[src/rtl/sbr_pkg.sv]
package sbr_pkg;

  typedef struct packed {
    logic ce;
    logic oe;
    logic we;
    logic ub;
    logic lb;
    logic drive;
  } sbr_ctrl_t;

  localparam sbr_ctrl_t SBR_IDLE = '0;

  // Active-high control decode from gated strobes and bus levels.
  function automatic sbr_ctrl_t make_ctrl(input logic ras_g, input logic cas_g,
                                          input logic rd, input logic up,
                                          input logic lo);
    sbr_ctrl_t c;
    c.ce    = ras_g & cas_g;
    c.ub    = rd | up;
    c.lb    = rd | lo;
    c.oe    = c.ce & rd;
    c.we    = c.ce & ~rd & (up | lo);
    c.drive = c.we;
    return c;
  endfunction

endpackage

[src/rtl/sbr_row_hold.sv]
module sbr_row_hold #(
  parameter int W = 10
) (
  input  logic         clk,
  input  logic         rst_n,
  input  logic         ras_act,
  input  logic [W-1:0] row_in,
  output logic [W-1:0] row_eff,
  output logic         ras_fall
);
  logic         ras_seen;
  logic [W-1:0] row_q;

  assign ras_fall = ras_act & ~ras_seen;
  assign row_eff  = ras_fall ? row_in : row_q;

  always_ff @(posedge clk) begin
    if (!rst_n) begin
      ras_seen <= 1'b0;
      row_q    <= '0;
    end else begin
      ras_seen <= ras_act;
      if (ras_fall) row_q <= row_in;
    end
  end
endmodule

[src/rtl/sbr_size_gate.sv]
module sbr_size_gate #(
  parameter int SEL_W = 2
) (
  input  logic [SEL_W-1:0] bank,
  input  logic [SEL_W-1:0] size_sel,
  input  logic             ras_act,
  input  logic             cas_act,
  output logic             in_range,
  output logic             ras_ok,
  output logic             cas_ok
);
  // A bank is populated when its index does not exceed the jumper code.
  function automatic logic bank_fits(input logic [SEL_W-1:0] b,
                                     input logic [SEL_W-1:0] s);
    return b <= s;
  endfunction

  assign in_range = bank_fits(bank, size_sel);
  assign ras_ok   = ras_act & in_range;
  assign cas_ok   = cas_act & in_range;
endmodule

[src/rtl/strobe_sram_bridge.sv]
module strobe_sram_bridge
  import sbr_pkg::*;
#(
  parameter int MUX_W  = 10,
  parameter int DATA_W = 16,
  parameter int SEL_W  = 2
) (
  input  logic                 clk,
  input  logic                 rst_n,
  input  logic                 ras_n,
  input  logic                 cas_n,
  input  logic                 rd_wr,
  input  logic                 uds_n,
  input  logic                 lds_n,
  input  logic [MUX_W-1:0]     mux_addr,
  input  logic [SEL_W-1:0]     size_sel,
  input  logic [DATA_W-1:0]    wdata,
  output logic [2*MUX_W-1:0]   sram_addr,
  output logic                 sram_ce_n,
  output logic                 sram_oe_n,
  output logic                 sram_we_n,
  output logic                 sram_ub_n,
  output logic                 sram_lb_n,
  output logic [DATA_W-1:0]    sram_dq_out,
  output logic                 sram_dq_oe
);
  localparam int ADDR_W = 2 * MUX_W;

  logic             ras_act, cas_act;
  logic [MUX_W-1:0] row_eff;
  logic             ras_fall;
  logic             in_range, ras_ok, cas_ok;
  sbr_ctrl_t        ctrl_nxt, ctrl_q;
  logic [ADDR_W-1:0] addr_nxt, addr_q;
  logic [DATA_W-1:0] data_q;

  assign ras_act = ~ras_n;
  assign cas_act = ~cas_n;

  sbr_row_hold #(.W(MUX_W)) u_row (
    .clk      (clk),
    .rst_n    (rst_n),
    .ras_act  (ras_act),
    .row_in   (mux_addr),
    .row_eff  (row_eff),
    .ras_fall (ras_fall)
  );

  sbr_size_gate #(.SEL_W(SEL_W)) u_gate (
    .bank     (row_eff[MUX_W-1 -: SEL_W]),
    .size_sel (size_sel),
    .ras_act  (ras_act),
    .cas_act  (cas_act),
    .in_range (in_range),
    .ras_ok   (ras_ok),
    .cas_ok   (cas_ok)
  );

  // Only the gated strobes reach the control decode.
  assign ctrl_nxt = make_ctrl(ras_ok, cas_ok, rd_wr, ~uds_n, ~lds_n);
  assign addr_nxt = {row_eff, mux_addr};

  always_ff @(posedge clk) begin
    if (!rst_n) begin
      ctrl_q <= SBR_IDLE;
      addr_q <= '0;
      data_q <= '0;
    end else begin
      ctrl_q <= ctrl_nxt;
      addr_q <= addr_nxt;
      if (ctrl_nxt.drive) data_q <= wdata;
    end
  end

  assign sram_addr   = addr_q;
  assign sram_ce_n   = ~ctrl_q.ce;
  assign sram_oe_n   = ~ctrl_q.oe;
  assign sram_we_n   = ~ctrl_q.we;
  assign sram_ub_n   = ~ctrl_q.ub;
  assign sram_lb_n   = ~ctrl_q.lb;
  assign sram_dq_oe  = ctrl_q.drive;
  assign sram_dq_out = data_q;
endmodule

[config.mk]
export PLATFORM = sky130hd
export DESIGN_NAME = strobe_sram_bridge
export DESIGN_NICKNAME = d
export VERILOG_FILES = /design/src/rtl/sbr_pkg.sv /design/src/rtl/sbr_row_hold.sv /design/src/rtl/sbr_size_gate.sv /design/src/rtl/strobe_sram_bridge.sv
export SDC_FILE = /design/constraint.sdc
export NUM_CORES = 1
export LEC_CHECK = 0
export BUFFER_PORTS_ARGS = -buffer_cell sky130_fd_sc_hd__buf_2
export CAP_MARGIN = 15
export CORE_MARGIN = 2
export CORE_UTILIZATION = 50
export CTS_BUF_LIST = sky130_fd_sc_hd__clkbuf_4
export DETAILED_ROUTE_END_ITERATION = 8
export PLACE_DENSITY = 0.86
export SYNTH_ARGS = -nofsm -noshare
export SYNTH_HDL_FRONTEND = slang
export SYNTH_SLANG_ARGS = --single-unit
[constraint.sdc]
create_clock -name clk -period 4.06 [get_ports clk]
set_input_delay 0.406 -clock clk [delete_from_list [all_inputs] [get_ports clk]]
set_output_delay 0.406 -clock clk [all_outputs]
set_load 0.05 [all_outputs]
======== Word-level counts from Yosys, hierarchy flattened ========
Cells that the tools add are included.
storage, ports and cells
  bits in latches ......................... 0
  register bits after elaboration ......... 52
  ROM bits ................................ 0
  word-level logic and storage cells ...... 32
  bits in writable memories ............... 0
  memories ................................ 0
  input port bits ......................... 35
  output and inout port bits .............. 42
operators by class
  divide/modulo/power cells ............... 0
  multiply operators ...................... 0
  reductions and logical operators ........ 0
  mux-type cells .......................... 1
  order comparisons ....................... 1
  shifts and indexed selects .............. 0
  equal/unequal tests ..................... 0
  $add $sub $neg .......................... 0
  bitwise logic cells ..................... 21
operators by type and width
  kind                            count
  inverter 1 bit                  11
  two-way mux 10 bit              1
  bitwise AND 1 bit               7
  bitwise OR 1 bit                3
  less-or-equal comparator 2 bit  1

======== Logic depth before layout (Yosys ltp) ========
  depth after elaboration ................. 8
  mapped depth ............................ 11
  gate-level depth less buffers ........... 8

======== Hierarchy ========
A second synthesis with hierarchy kept.
unflattened totals
  cell total of the unflattened synthesis .. 202
  area, all modules ....................... 2,067.0 sq um
modules (own cells, without submodules)
  module              seq. area each (sq um)  area each (sq um)  cells each  times used
  strobe_sram_bridge  820.8                   1,365.1            132         1
  sbr_row_hold        220.2                   603.1              57          1
  sbr_size_gate       0.0                     98.8               13          1

======== Worst setup path before layout ========
OpenSTA, ideal clock, no wires.
  kind .................................... input port to flip-flop
  start point ............................. input port ras_n
  end point ............................... register data_q[10] (netlist: sram_dq_out[10])
  arrival time ............................ 1,994 ps
  data required time ...................... 3,988 ps
  setup time .............................. 72 ps
  path buffers ............................ 3
  path slack .............................. 1,994 ps
  cell stages on the path ................. 11
  cell sequence ........................... or2_1 -> buf_2 -> nand2_1 -> nand2_1 -> ha_1 -> nor2b_4 -> o21ai_2 -> and3_1 -> buf_6 -> buf_12 -> mux2i_1
between the ends
  word-level cells in the longest chain between the ends .. 8
  elaborated cells on any way between the ends .. 9
  classes of those cells .................. 1 x order compare; 1 x mux; 7 x bitwise
ends and longest elaborated chain
  item                                  line                                      text
  start: declaration                    strobe_sram_bridge.sv:10                  input logic ras_n,
  inverter 1 bit (*)                    strobe_sram_bridge.sv:37                  assign ras_act = ~ras_n;
  bitwise AND 1 bit (*)                 sbr_row_hold.sv:14                        assign ras_fall = ras_act & ~ras_seen;
  two-way mux 10 bit (*)                sbr_row_hold.sv:15                        assign row_eff = ras_fall ? row_in : row_q;
  net row_eff[9]                        strobe_sram_bridge.sv:30                  logic [MUX_W-1:0] row_eff;
  less-or-equal comparator 2 bit (*)    sbr_size_gate.sv:15                       return b <= s;
  bitwise AND 1 bit (on tied branches)  sbr_size_gate.sv:19, sbr_size_gate.sv:20
  bitwise AND 1 bit (*)                 sbr_pkg.sv:19                             c.ce = ras_g & cas_g;
  bitwise AND 1 bit (*) (2 in series)   sbr_pkg.sv:23                             c.we = c.ce & ~rd & (up | lo);
  end signal: assignment                strobe_sram_bridge.sv:71                  if (ctrl_nxt.drive) data_q <= wdata;
  end: declaration                      strobe_sram_bridge.sv:35                  logic [DATA_W-1:0] data_q;
The timed path passes the listed nets; every way through them passes the cells marked *.
A chain may end at the register's enable or synchronous reset.

======== Worst setup path in the final report ========
  start point ............................. register u_row.ras_seen
  end point ............................... register data_q[3] (netlist: sram_dq_out[3])
between the ends
  word-level cells in the longest chain between the ends .. 8
  elaborated cells on any way between the ends .. 9
  classes of those cells .................. 1 x order compare; 1 x mux; 7 x bitwise
ends and longest elaborated chain
  item                                  line                                      text
  start: declaration                    sbr_row_hold.sv:11                        logic ras_seen;
  start signal: assignment              sbr_row_hold.sv:22                        ras_seen <= ras_act;
  inverter 1 bit (*)                    sbr_row_hold.sv:14
  bitwise AND 1 bit (*)                 sbr_row_hold.sv:14
  two-way mux 10 bit (*)                sbr_row_hold.sv:15
  net row_eff[9]                        strobe_sram_bridge.sv:30
  less-or-equal comparator 2 bit (*)    sbr_size_gate.sv:15
  bitwise AND 1 bit (on tied branches)  sbr_size_gate.sv:19, sbr_size_gate.sv:20
  bitwise AND 1 bit (*)                 sbr_pkg.sv:19
  bitwise AND 1 bit (*) (2 in series)   sbr_pkg.sv:23
Marked as above.

==> metrics.txt <==
outcome=complete, no violations; min Tclk post-route=2530 ps; Reg power frac=56.3%; Largest stage delay, worst path=760 ps; via count=1,248; nets=273; Clock power frac=24.9%; Die Y=59.5 um; critical path launch point type=flop; Post-CTS Setup Repair Bufs=0; Hold Path Class=primary input to flop; Max Cap Viol=0; net count after synthesis=199; TritonCTS clock tree=done; Switch Pwr=0.238 mW; core box area=0.00300 sq mm; Inserted Clock Buffers=5; Layout Utilization=65.2%; post-cts sizing count=0; post-synthesis compound-gate area fraction=5.76%; Top cell by count, worst path=nand2_1; critical-path cell list=nor2_1, nand2_1, nand2_1, ha_1, nor2b_4, o21ai_2, and3_1, mux2i_1; n_diodes=0; maximum vdd drop=217 uV; worst slack at placement=1240 ps; commonest non-fill, non-tap cell in the layout=buf_2; Max stage delay cell, worst path=and3_1; endpoints failing setup=0; share of layout cells above drive strength 1=36.3%; worst endpoint data arrival time=2810 ps; Ports=77; Synth Flop Type=dfxtp_1; Synth Area in Simple Gates=21.4%; Max Fclk=395 MHz; largest family of logic cells by synthesized area=simple AND/OR/NAND/NOR gates; Setup TNS=0 ps; mux cell area share after synthesis=11.0%; Setup WS post-layout=1530 ps; largest net degree at the start of global routing=57; clk buf depth=2; Worst Setup End Kind=flop; overall routing resource usage=17.4%; required time worst endpoint=4340 ps; Syn Std Cell Area=0.00154 sq mm; Post-CTS Hold Buffers=0; Sw Share=30.6%; Syn Inst Count=162; measured slew at the worst slew-check pin=900 ps; Mean Syn Cell Area=9.52 sq um; PortBufs=76; post-synthesis xor/xnor area fraction=0%; CTS Root Cell=clkbuf_4; sequential fraction of the synthesis area=54.5%; crit-path max FO=16; skew final=8.38 ps; final worst-path cycle share=62.4%; Area Overhead vs Synth=26.9%; Yosys reg bits=42; Final ANT Viol Nets=0; clock sink count=42; routed len/inst=10.6 um; Synth warnings=0; # fillers=256; Comb pwr share=18.8%; initial antenna violation count=0; pwr dens=397 mW/mm^2; post-synthesis adder-cell area fraction=1.62%; RD Place Congestion=0.747; H-Tree Level Count=2; crit-path leading delay family=simple AND/OR/NAND/NOR gates; Via density=4.62; latest clock arrival within the worst-skew pair=350 ps; Die Width=59.5 um; P_int=0.539 mW; number of global-route vias before repair=1,051; Max-slew headroom=40.0%; worst path bufs/invs=0; max-slew violation count=0; most frequent cells in the layout=buf_2, nand2_1, dfxtp_1; Synth async-reset ratio=0%; LEAKAGE=0.966 nW; RSZ-0062 raised after global routing=false; Residual DRC=0; Initial Util=51.3%; Initial DRC Count=25; Post-synth EDFFs=0; CTS clk-pin slew, worst paths=120 ps; final wirelength=2860 um; DP HPWL=2100 um; TritonRoute pass-1 iters=4; Die Area=0.00354 sq mm; first-pass GRT wire length=4420 um; row count=20; global route total overflow=0; final hold violations=0; critical setup path kind=flop to flop; Netlist cell types=20
[final timing paths]
check | startpoint | endpoint | slack [ps] | depth (start not counted)
max | u_row.ras_seen$_SDFF_PN0_ | sram_dq_out[3]$_SDFFE_PN0P_ | 1530 | 8
max reg2reg | u_row.ras_seen$_SDFF_PN0_ | sram_dq_out[3]$_SDFFE_PN0P_ | 1530 | 8
min reg2reg | sram_dq_out[0]$_SDFFE_PN0P_ | sram_dq_out[0]$_SDFFE_PN0P_ | 460 | 2
min | ras_n | u_row.ras_seen$_SDFF_PN0_ | 240 | 2
[cells by family (layout without fill, tap and decap cells)]
family	count (synthesis)	count (layout)
AOI/OAI and AO/OA	12	12
adders and majority gates	2	2
buffers and inverters	16	91
DFF	42	42
muxes	17	17
and+or+nand+nor	73	73
[sequential cells by signal (all words and copies together) (netlist names)]
register        count
sram_addr          20
sram_dq_oe          1
ctrl_q              4
u_row.ras_seen      1
sram_dq_out        16
[power groups by stage]
stage	Combinational [mW]	Sequential [mW]	Clock, mW
4_1_cts	0.147	0.437	0.201
2_1_floorplan	0.0531	0.501	0
3_5_place_dp	0.147	0.446	0
5_1_grt	0.157	0.439	0.221
3_3_place_gp	0.145	0.446	0
6_report	0.146	0.437	0.194
[final cells by class]
| cell class | instances | area [sq um] | area share (%) |
|---|---|---|---|
| clock inverter | 3 | 16.3 | 0.831 |
| tap | 33 | 41.3 | 2.11 |
| multi-input combinational | 104 | 614 | 31.4 |
| inverter | 7 | 26.3 | 1.34 |
| clock buffer | 5 | 37.5 | 1.92 |
| sequential | 42 | 841 | 43.0 |
| timing repair buffer | 76 | 380 | 19.4 |
[layer usage]
metal,vias up,share of wire [%],global-route usage (%)
met3,7,7.8,7.86
met1,537,44,19.1
li1,654,-,-
met2,50,46,29.2
met5,-,0,0
met4,0,1.8,6.67
[cell usage after synthesis (2+ instances only)]
| master | n | share of area, % |
|---|---|---|
| a21boi_0 | 10 | 4.9 |
| and2_1 | 13 | 5.3 |
| buf_2 | 2 | 0.65 |
| clkbuf_1 | 4 | 0.97 |
| dfxtp_1 | 42 | 55 |
| ha_1 | 2 | 1.6 |
| inv_1 | 7 | 1.7 |
| mux2i_1 | 17 | 11 |
| nand2_1 | 52 | 13 |
| nor2_1 | 2 | 0.49 |
| nor2b_1 | 2 | 0.81 |
[per-stage QoR]
stage	total power, mW	cell area (sq um)	hold WS, ps	std cells
6_report	0.776	1960	239	270
5_1_grt	0.817	1960	223	270
4_1_cts	0.786	1960	228	270
3_5_place_dp	0.593	1900	447	262
3_3_place_gp	0.591	1900	442	262
2_1_floorplan	0.555	1540	478	162
Note: power is estimated with default switching activity, not from simulation.
